`config.mk`:
```
export PLATFORM = sky130hd
export DESIGN_NAME = txcs_top
export DESIGN_NICKNAME = d
export VERILOG_FILES = /design/src/rtl/txcs_pkg.sv /design/src/rtl/txcs_fmt.sv /design/src/rtl/txcs_store.sv /design/src/rtl/txcs_ctrl.sv /design/src/rtl/txcs_top.sv
export SDC_FILE = /design/constraint.sdc
export NUM_CORES = 1
export LEC_CHECK = 0
export ABC_CLOCK_PERIOD_IN_PS = 2600
export CAP_MARGIN = 20
export CORE_AREA = 8 8 76 62
export DETAILED_ROUTE_END_ITERATION = 10
export DIE_AREA = 0 0 84 70
export PLACE_DENSITY = 0.85
export SLEW_MARGIN = 20
export SYNTH_ARGS = -nofsm -noshare
export SYNTH_HDL_FRONTEND = slang
export SYNTH_SLANG_ARGS = --single-unit
```
`constraint.sdc`:
```
create_clock -name clk -period 2.6 [get_ports clk]
set_input_delay 0.39 -clock clk [delete_from_list [all_inputs] [get_ports clk]]
set_output_delay 0.39 -clock clk [all_outputs]
set_load 0.02 [all_outputs]
```
`src/rtl/txcs_pkg.sv`:
```
package txcs_pkg;

    typedef enum logic [1:0] {
        CMD_TX_ON  = 2'd0,
        CMD_TX_OFF = 2'd1,
        CMD_TX_RST = 2'd2,
        CMD_ALL_RST = 2'd3
    } txcs_cmd_e;

    localparam int BIT_DONE = 7;
    localparam int BIT_IRQ  = 6;
    localparam int BIT_JAB  = 5;
    localparam int BIT_UND  = 4;
    localparam int BIT_MAXC = 3;
    localparam int BIT_OVF  = 2;

    typedef struct packed {
        logic jab;
        logic und;
        logic maxc;
        logic irq_req;
    } txcs_evt_t;

endpackage

```
`src/rtl/txcs_fmt.sv`:
```
module txcs_fmt
    import txcs_pkg::*;
(
    input  txcs_evt_t  evt,
    output logic [7:0] byte_o,
    output logic       wants_irq,
    output logic       is_fatal
);
    always_comb begin
        byte_o           = '0;
        byte_o[BIT_DONE] = 1'b1;
        byte_o[BIT_IRQ]  = evt.irq_req;
        byte_o[BIT_JAB]  = evt.jab;
        byte_o[BIT_UND]  = evt.und;
        byte_o[BIT_MAXC] = evt.maxc;
        wants_irq        = evt.jab | evt.und | evt.maxc | evt.irq_req;
        is_fatal         = evt.jab | evt.und;
    end
endmodule

```
`src/rtl/txcs_store.sv`:
```
module txcs_store
    import txcs_pkg::*;
#(
    parameter int DEPTH = 4
) (
    input  logic       clk,
    input  logic       rst_n,
    input  logic       clr,
    input  logic       push,
    input  logic [7:0] push_byte,
    input  logic       pop,
    output logic [7:0] top_byte
);
    localparam int PTR_W = (DEPTH > 1) ? $clog2(DEPTH) : 1;
    localparam int CNT_W = $clog2(DEPTH + 1);

    typedef struct packed {
        logic [DEPTH-1:0][7:0] mem;
        logic [PTR_W-1:0]      rd;
        logic [PTR_W-1:0]      wr;
        logic [CNT_W-1:0]      cnt;
    } st_t;

    st_t st_d, st_q;

    function automatic logic [PTR_W-1:0] step(input logic [PTR_W-1:0] p);
        return (p == PTR_W'(DEPTH - 1)) ? '0 : p + 1'b1;
    endfunction

    function automatic logic [PTR_W-1:0] back(input logic [PTR_W-1:0] p);
        return (p == '0) ? PTR_W'(DEPTH - 1) : p - 1'b1;
    endfunction

    logic full, empty, pop_eff, take;

    always_comb begin
        st_d    = st_q;
        empty   = (st_q.cnt == '0);
        full    = (st_q.cnt == CNT_W'(DEPTH));
        pop_eff = pop && !empty;
        take    = push && (!full || pop_eff);
        if (clr) begin
            st_d = '0;
        end else begin
            if (pop_eff) begin
                st_d.rd = step(st_q.rd);
            end
            if (take) begin
                st_d.mem[st_q.wr] = push_byte;
                st_d.wr           = step(st_q.wr);
            end else if (push) begin
                st_d.mem[back(st_q.wr)][BIT_OVF] = 1'b1;
            end
            st_d.cnt = st_q.cnt + CNT_W'(take) - CNT_W'(pop_eff);
        end
    end

    always_ff @(posedge clk or negedge rst_n) begin
        if (!rst_n) st_q <= '0;
        else        st_q <= st_d;
    end

    assign top_byte = empty ? 8'h00 : st_q.mem[st_q.rd];
endmodule

```
`src/rtl/txcs_ctrl.sv`:
```
module txcs_ctrl
    import txcs_pkg::*;
(
    input  logic clk,
    input  logic rst_n,
    input  logic clr,
    input  logic cmd_on,
    input  logic cmd_off,
    input  logic evt_vld,
    input  logic evt_irq,
    input  logic evt_fatal,
    input  logic fifo_ovr,
    output logic tx_on,
    output logic fail,
    output logic irq
);
    typedef struct packed {
        logic on;
        logic fatal;
        logic fail;
        logic irq;
    } ctl_t;

    ctl_t c_d, c_q;

    always_comb begin
        c_d = c_q;
        if (clr) begin
            c_d = '0;
        end else begin
            c_d.irq = evt_vld && evt_irq;
            if (evt_vld && evt_fatal) c_d.fatal = 1'b1;
            if (fifo_ovr)             c_d.fail  = 1'b1;
            if (cmd_on && !c_q.fatal && !c_q.fail) c_d.on = 1'b1;
            if (cmd_off)                           c_d.on = 1'b0;
            if (c_d.fatal || c_d.fail)             c_d.on = 1'b0;
        end
    end

    always_ff @(posedge clk or negedge rst_n) begin
        if (!rst_n) c_q <= '0;
        else        c_q <= c_d;
    end

    assign tx_on = c_q.on;
    assign fail  = c_q.fail;
    assign irq   = c_q.irq;
endmodule

```
`src/rtl/txcs_top.sv`:
```
module txcs_top
    import txcs_pkg::*;
#(
    parameter int DEPTH = 4
) (
    input  logic       clk,
    input  logic       rst_n,
    input  logic       done_vld,
    input  logic       done_jab,
    input  logic       done_und,
    input  logic       done_maxcoll,
    input  logic       done_irq_req,
    input  logic       stat_wr,
    input  logic       cmd_vld,
    input  logic [1:0] cmd_code,
    input  logic       fifo_ovr,
    output logic [7:0] stat_byte,
    output logic       txc_irq,
    output logic       tx_on,
    output logic       adapter_fail
);
    txcs_evt_t  evt;
    logic [7:0] evt_byte;
    logic       evt_irq, evt_fatal, clr, cmd_on, cmd_off;

    assign evt     = '{jab: done_jab, und: done_und, maxc: done_maxcoll, irq_req: done_irq_req};
    assign clr     = cmd_vld && (cmd_code == CMD_TX_RST || cmd_code == CMD_ALL_RST);
    assign cmd_on  = cmd_vld && (cmd_code == CMD_TX_ON);
    assign cmd_off = cmd_vld && (cmd_code == CMD_TX_OFF);

    txcs_fmt u_fmt (
        .evt       (evt),
        .byte_o    (evt_byte),
        .wants_irq (evt_irq),
        .is_fatal  (evt_fatal)
    );

    txcs_store #(.DEPTH(DEPTH)) u_store (
        .clk       (clk),
        .rst_n     (rst_n),
        .clr       (clr),
        .push      (done_vld),
        .push_byte (evt_byte),
        .pop       (stat_wr),
        .top_byte  (stat_byte)
    );

    txcs_ctrl u_ctrl (
        .clk       (clk),
        .rst_n     (rst_n),
        .clr       (clr),
        .cmd_on    (cmd_on),
        .cmd_off   (cmd_off),
        .evt_vld   (done_vld),
        .evt_irq   (evt_irq),
        .evt_fatal (evt_fatal),
        .fifo_ovr  (fifo_ovr),
        .tx_on     (tx_on),
        .fail      (adapter_fail),
        .irq       (txc_irq)
    );
endmodule

```
==> metrics.md, run 1 <==
| Metric | Value |
|---|---|
| Crit Path Class | reg -> out |
| Gpl congestion | 0.811 |
| Critical path launch point type | register |
| Worst path required time | 2.21 ns |
| Total wire length | 4080 microns |
| Total number of vias | 1402 |
| RSZ-0062 raised after global routing | no |
| Dpl ws | 0.0981 ns |
| Avg Cell Area, Syn | 10.7 sq um |
| Final slew viol count | 0 |
| Seq. cell area | 877 sq um |
| Critical Path Fanout Max | 9 |
| EDFF count, synth | 0 |
| Crit Reg-Reg Startpoint | u_store.st_q[1] |
| HP Start | u_store.st_q[38] |
| Final clock skew | 0.0102 ns |
| Drt initial violations | 165 |
| Pleak | 0.967 nW |
| Vias in the first global route | 1400 |
| Critical path's largest stage delay | 0.55 ns |
| CTS max path bufs | 2 |
| CTS hold repair buffers | 0 |
| Multi-input gate area | 887 sq um |
| Power density over the cells | 963 nW/um^2 |
| Peak supply drop | 0.000429 V |
| CP Capture Type | output pin |
| Initial antenna violation count | 0 |
| First-pass GRT wire length | 6900 microns |
| Most frequent cells in the layout | dfrtp_1, clkdlybuf4s50_1, nand2_1 |
| Avg Vias per Cell | 5.84 |
| # diodes | 0 |
| CTS H-Tree Depth | 2 |
| Util after Layout | 62.6% |
| Hold Crit Class | reg -> reg |
| TritonCTS clock tree | done |
| CTS root buf | clkbuf_8 |
| Delay-heaviest family, CP | multiplexers |
| Commonest non-fill, non-tap cell in the layout | dfrtp_1 |
| Input/output buffers | 20 |
| Sink Count | 35 |
| Worst slew pin tran | 0.611 ns |
| Status | completed |
| Fmax | 409 MHz |
| WP buf/inv | 1 |
| Crit share post-route | 94.0% |
| Synth Instances | 173 |
| CP startpoint | u_store.st_q[5] |
| Antenna-violating nets left | 0 |
| Clock slew at reported path FFs | 0.07 ns |
| Fin area | 2190 sq um |
| Die extent in y | 70 microns |
| Post-route minimum period | 2.44 ns |
| Post-DP Area | 2100 sq um |
| Critical-path cell list | mux4_2 > nor2b_1 > clkdlybuf4s50_1 |
| Largest net degree at the start of global routing | 36 |
| Post-CTS Resized | 1 |
| Hold Fails Final Rpt | 0 |
| # rows | 19 |
| First-pass DRT Iterations | 5 |
| Max_slew headroom | 59.1% |
| Avg WL per Cell | 17.0 microns |
| Die ar. | 5880 sq um |
| Sequential share of the synthesized area | 47.4% |
| FILL cells | 302 |
| Post CTS Setup Buffer Count | 0 |
| Ys async rst share | 100% |
| Initial Util | 52.9% |
| Area Growth Syn to Fin | 18.3% |
| Die width | 84 microns |
| Setup TNS | 0 ns |
| Final setup vio count | 0 |
| Slowest CP cell | mux4_2 |
| Maxcap violations | 0 |
| Total global routing overflow | 0 |
| Dpl hpwl | 2860 microns |
| Clk_lat worst skew | 0.29 ns |
| Nets | 220 |
| Synth warn | 0 |
| FF+latch count, synth | 35 |
| Total track usage | 14.6% |
| DRC viols | 0 |
| Worst path arrival time | 2.05 ns |
| Final WS setup | 0.157 ns |
| Clock buffer count from CTS | 5 |
| Layout cells sized above 1 | 12.6% |
| Core footprint | 3490 sq um |
| Synth cell types | 33 |
| Main flop type after synthesis | dfrtp_1 |
| Io pins | 23 |
| Netlist Area Pre-Place | 1850 sq um |
-- kinds of logic after synthesis --
family,synth area share [%]
and+or+nand+nor,13.4
AOI/OAI and AO/OA,15.9
DFF,47.4
buffers and inverters,4.87
adders and majority gates,7.85
muxes,9.47
xor gates and xnor gates,0.947
other,0.203
-- layer usage --
layer  routed length [microns]  part of all wire, %  vias to the layer above  track usage, %
li1                          -                    -                      657               -
met1                      1880                   46                      694            18.0
met2                      1910                   47                       41            22.9
met3                       206                  5.1                       10            4.52
met4                        78                  1.9                        0            6.31
met5                         0                    0                        -               0
-- cell usage after synthesis (3+ instances only) --
cell type | count | area [sq um]
a21oi_1 | 10 | 50.1
a2bb2oi_1 | 3 | 26.3
and2_1 | 3 | 18.8
buf_2 | 3 | 15.0
clkbuf_1 | 5 | 18.8
dfrtp_1 | 35 | 876
ha_1 | 10 | 125
inv_1 | 11 | 41.3
mux2i_1 | 4 | 40.0
mux4_2 | 6 | 135
nand2_1 | 17 | 63.8
nand3_1 | 4 | 20.0
nor2_1 | 9 | 33.8
nor2b_1 | 6 | 37.5
o211ai_1 | 12 | 90.1
o21ai_0 | 14 | 70.1
-- final timing paths --
kind	endpoint	slack, ns	cells after the start
max	stat_byte[5]	0.16	3
min	u_store.st_q[38]	0.49	1
max reg2reg	u_store.st_q[2]	0.28	8
min reg2reg	u_store.st_q[38]	0.49	1
max in group asynchronous	u_store.st_q[5]	1.77	2
min in group asynchronous	u_store.st_q[35]	0.51	2
-- where the power goes --
part	switching [mW]	internal [mW]	total, mW	leakage [nW]
Clock	0.194	0.187	0.381	0.0412
Combinational	0.409	0.437	0.845	0.466
Sequential	0.177	0.704	0.882	0.460
-- registers in the layout (all words and copies together) (netlist names) --
signal and cells:
u_ctrl.fail 1, u_ctrl.c_q 1, u_store.st_q 31, u_ctrl.irq 1
u_ctrl.tx_on 1
-- area by class of cell --
| class | count | share of cell area (%) |
|---|---|---|
| Inverter | 11 | 1.89 |
| Clock buffer | 6 | 3.32 |
| Sequential cell | 35 | 40.1 |
| Clock inverter | 2 | 0.572 |
| Multi-Input combinational cell | 118 | 40.5 |
| Tap cell | 42 | 2.40 |
| Timing Repair Buffer | 26 | 11.2 |
-- through the flow --
stage          cells  hold slack (ns)  power [mW]
6_report         240            0.488        2.11
5_1_grt          240            0.498        2.27
4_1_cts          240            0.489        2.13
3_5_place_dp     232            0.475        1.74
3_3_place_gp     232            0.468        1.71
2_1_floorplan    174           0.0944        1.44
(Power assumes the default switching activity.)
==> run 2, diff against run 1 <==
--- a/config.mk
+++ b/config.mk
@@ -11,6 +11,7 @@
 export DETAILED_ROUTE_END_ITERATION = 10
 export DIE_AREA = 0 0 84 70
 export PLACE_DENSITY = 0.85
+export SKIP_CTS_REPAIR_TIMING = 1
 export SLEW_MARGIN = 20
 export SYNTH_ARGS = -nofsm -noshare
 export SYNTH_HDL_FRONTEND = slang
==> results of run 2 <==
No change in the layout: final DEF, timing and power equal those of run 1.
==> run 3, diff against run 2 <==
--- a/config.mk
+++ b/config.mk
@@ -5,14 +5,15 @@
 export SDC_FILE = /design/constraint.sdc
 export NUM_CORES = 1
 export LEC_CHECK = 0
-export ABC_CLOCK_PERIOD_IN_PS = 2600
+export ABC_CLOCK_PERIOD_IN_PS = 3040
 export CAP_MARGIN = 20
-export CORE_AREA = 8 8 76 62
+export CORE_AREA = 8 8 74 60
 export DETAILED_ROUTE_END_ITERATION = 10
-export DIE_AREA = 0 0 84 70
-export PLACE_DENSITY = 0.85
+export DIE_AREA = 0 0 82 68
+export PLACE_DENSITY = 0.9
 export SKIP_CTS_REPAIR_TIMING = 1
 export SLEW_MARGIN = 20
 export SYNTH_ARGS = -nofsm -noshare
 export SYNTH_HDL_FRONTEND = slang
 export SYNTH_SLANG_ARGS = --single-unit
+export TNS_END_PERCENT = 20
==> constraint.sdc (replaced) <==
create_clock -name clk -period 3.04 [get_ports clk]
set_input_delay 0.456 -clock clk [delete_from_list [all_inputs] [get_ports clk]]
set_output_delay 0.456 -clock clk [all_outputs]
set_load 0.02 [all_outputs]
==> metrics.md, run 3 (synthesis results as in run 1) <==
| Metric | Value |
|---|---|
| Status | completed (unchanged) |
| Setup TNS | 0 ns (unchanged) |
| Final clock skew | 0.00893 ns (was 0.0102 ns) |
| # diodes | 0 (unchanged) |
| DRC viols | 0 (unchanged) |
| Worst slew pin tran | 0.893 ns (was 0.611 ns) |
| Final WS setup | 0.395 ns (was 0.157 ns) |
| RSZ-0062 raised after global routing | no (unchanged) |
| Avg WL per Cell | 17.7 microns (was 17.0 microns) |
| Final setup vio count | 0 (unchanged) |
| Final slew viol count | 0 (unchanged) |
| Critical Path Fanout Max | 9 (unchanged) |
| Avg Vias per Cell | 5.96 (was 5.84) |
| Initial antenna violation count | 0 (unchanged) |
| Worst path required time | 2.58 ns (was 2.21 ns) |
| Max_slew headroom | 40.3% (was 59.1%) |
| Die extent in y | 68 microns (was 70 microns) |
| Total track usage | 17.1% (was 14.6%) |
| Core footprint | 3380 sq um (was 3490 sq um) |
| Critical path launch point type | register (unchanged) |
| Crit Path Class | reg -> out (unchanged) |
| Vias in the first global route | 1424 (was 1400) |
| Total number of vias | 1424 (was 1402) |
| Drt initial violations | 152 (was 165) |
| Most frequent cells in the layout | dfrtp_1, clkdlybuf4s50_1, nand2_1 (unchanged) |
| Dpl hpwl | 2990 microns (was 2860 microns) |
| Sink Count | 35 (unchanged) |
| Peak supply drop | 0.000425 V (was 0.000429 V) |
| CTS max path bufs | 2 (unchanged) |
| CTS root buf | clkbuf_8 (unchanged) |
| CTS H-Tree Depth | 2 (unchanged) |
| Hold Fails Final Rpt | 0 (unchanged) |
| # rows | 19 (unchanged) |
| Critical-path cell list | mux4_2 > nor2b_1 > clkdlybuf4s50_1 (unchanged) |
| WP buf/inv | 1 (unchanged) |
| Maxcap violations | 0 (unchanged) |
| Slowest CP cell | dfrtp_1 (was mux4_2) |
| CP Capture Type | output pin (unchanged) |
| Post-route minimum period | 2.64 ns |
| Io pins | 23 (unchanged) |
| Area Growth Syn to Fin | 18.1% (was 18.3%) |
| Max reg flops | 31 (unchanged) |
| Total global routing overflow | 0 (unchanged) |
| Register with the most flip-flops | u_store.st_q (unchanged) |
| First-pass DRT Iterations | 4 (was 5) |
| Nets | 219 (was 220) |
| Crit share post-route | 87.0% |
| First-pass GRT wire length | 7120 microns (was 6900 microns) |
| Clock buffer count from CTS | 5 (unchanged) |
| Clk_lat worst skew | 0.29 ns (about the same) |
| Dpl ws | 0.468 ns (was 0.0981 ns) |
| Die width | 82 microns (was 84 microns) |
| Initial Util | 54.8% (was 52.9%) |
| Power density over the cells | 838 nW/um^2 (was 963 nW/um^2) |
| Antenna-violating nets left | 0 (unchanged) |
| Die ar. | 5580 sq um (was 5880 sq um) |
| Pleak | 0.963 nW (was 0.967 nW) |
| Critical path's largest stage delay | 0.64 ns (was 0.55 ns) |
| Gpl congestion | 0.793 (was 0.811) |
| Worst path arrival time | 2.19 ns (was 2.05 ns) |
| Total wire length | 4230 microns (was 4080 microns) |
| Fmax | 378 MHz |
| Input/output buffers | 20 (unchanged) |
| Layout cells sized above 1 | 12.2% (was 12.6%) |
| Commonest non-fill, non-tap cell in the layout | dfrtp_1 (unchanged) |
| Largest net degree at the start of global routing | 36 (unchanged) |
| Delay-heaviest family, CP | flip-flops (was multiplexers) |
| FILL cells | 269 (was 302) |
| Clock slew at reported path FFs | 0.08 ns (was 0.07 ns) |
| TritonCTS clock tree | done (unchanged) |
| Hold Crit Class | reg -> reg (unchanged) |
run 3: final cells by class:
type | count | area (sq um) | share of cell area [%]
Multi-Input combinational cell | 118 | 887 | 40.6
Clock inverter | 3 | 20.0 | 0.917
Inverter | 11 | 41.3 | 1.89
Sequential cell | 35 | 876 | 40.1
Clock buffer | 5 | 68.8 | 3.15
Timing Repair Buffer | 25 | 238 | 10.9
Tap cell | 42 | 52.6 | 2.41
run 3: power breakdown:
part	leakage [nW]	switching, mW	internal [mW]
combinational	0.461	0.366	0.376
clock	0.0402	0.180	0.159
sequential	0.461	0.149	0.601
total	0.963	0.695	1.14
run 3: worst reg2reg max path, delay by kind of cell, from the launching register on:
kind / cells / cell delay, ns
fa+ha+maj: 3 / 0.86
flops: 1 / 0.46
buf+inv: 2 / 0.14
simple gates: 1 / 0.06
compound gates: 1 / 0.52
xor+xnor: 1 / 0.16
run 3: stage by stage:
stage	instances	util, %	power [mW]	hold slack (ns)	cell area, sq um
after detailed placement	231	62.0	1.50	0.491	2090
final	239	64.7	1.83	0.511	2180
after global routing	239	64.7	1.94	0.534	2180
after global placement	231	62.0	1.46	0.469	2090
after floorplan	174	-	1.23	0.160	1850
after CTS	239	64.7	1.84	0.508	2180
run 3: worst paths after layout:
check | cells after the start | start | end | slack [ns]
setup / recovery | 3 | u_store.st_q[5] | stat_byte[7] | 0.40
hold / removal | 1 | u_store.st_q[38] | u_store.st_q[38] | 0.51
setup reg to reg | 8 | u_store.st_q[1] | u_store.st_q[2] | 0.69
hold reg to reg | 1 | u_store.st_q[38] | u_store.st_q[38] | 0.51
max in group asynchronous | 2 | rst_n | u_store.st_q[21] | 2.14
min in group asynchronous | 2 | rst_n | u_store.st_q[5] | 0.57
run 3: metal layers:
layer	vias up	GRT usage (%)	share of wire [%]
li1	654	-	-
met1	714	21.5	43
met2	46	26.6	48
met3	10	5.12	7.5
met4	0	7.86	2.0
met5	-	0	0
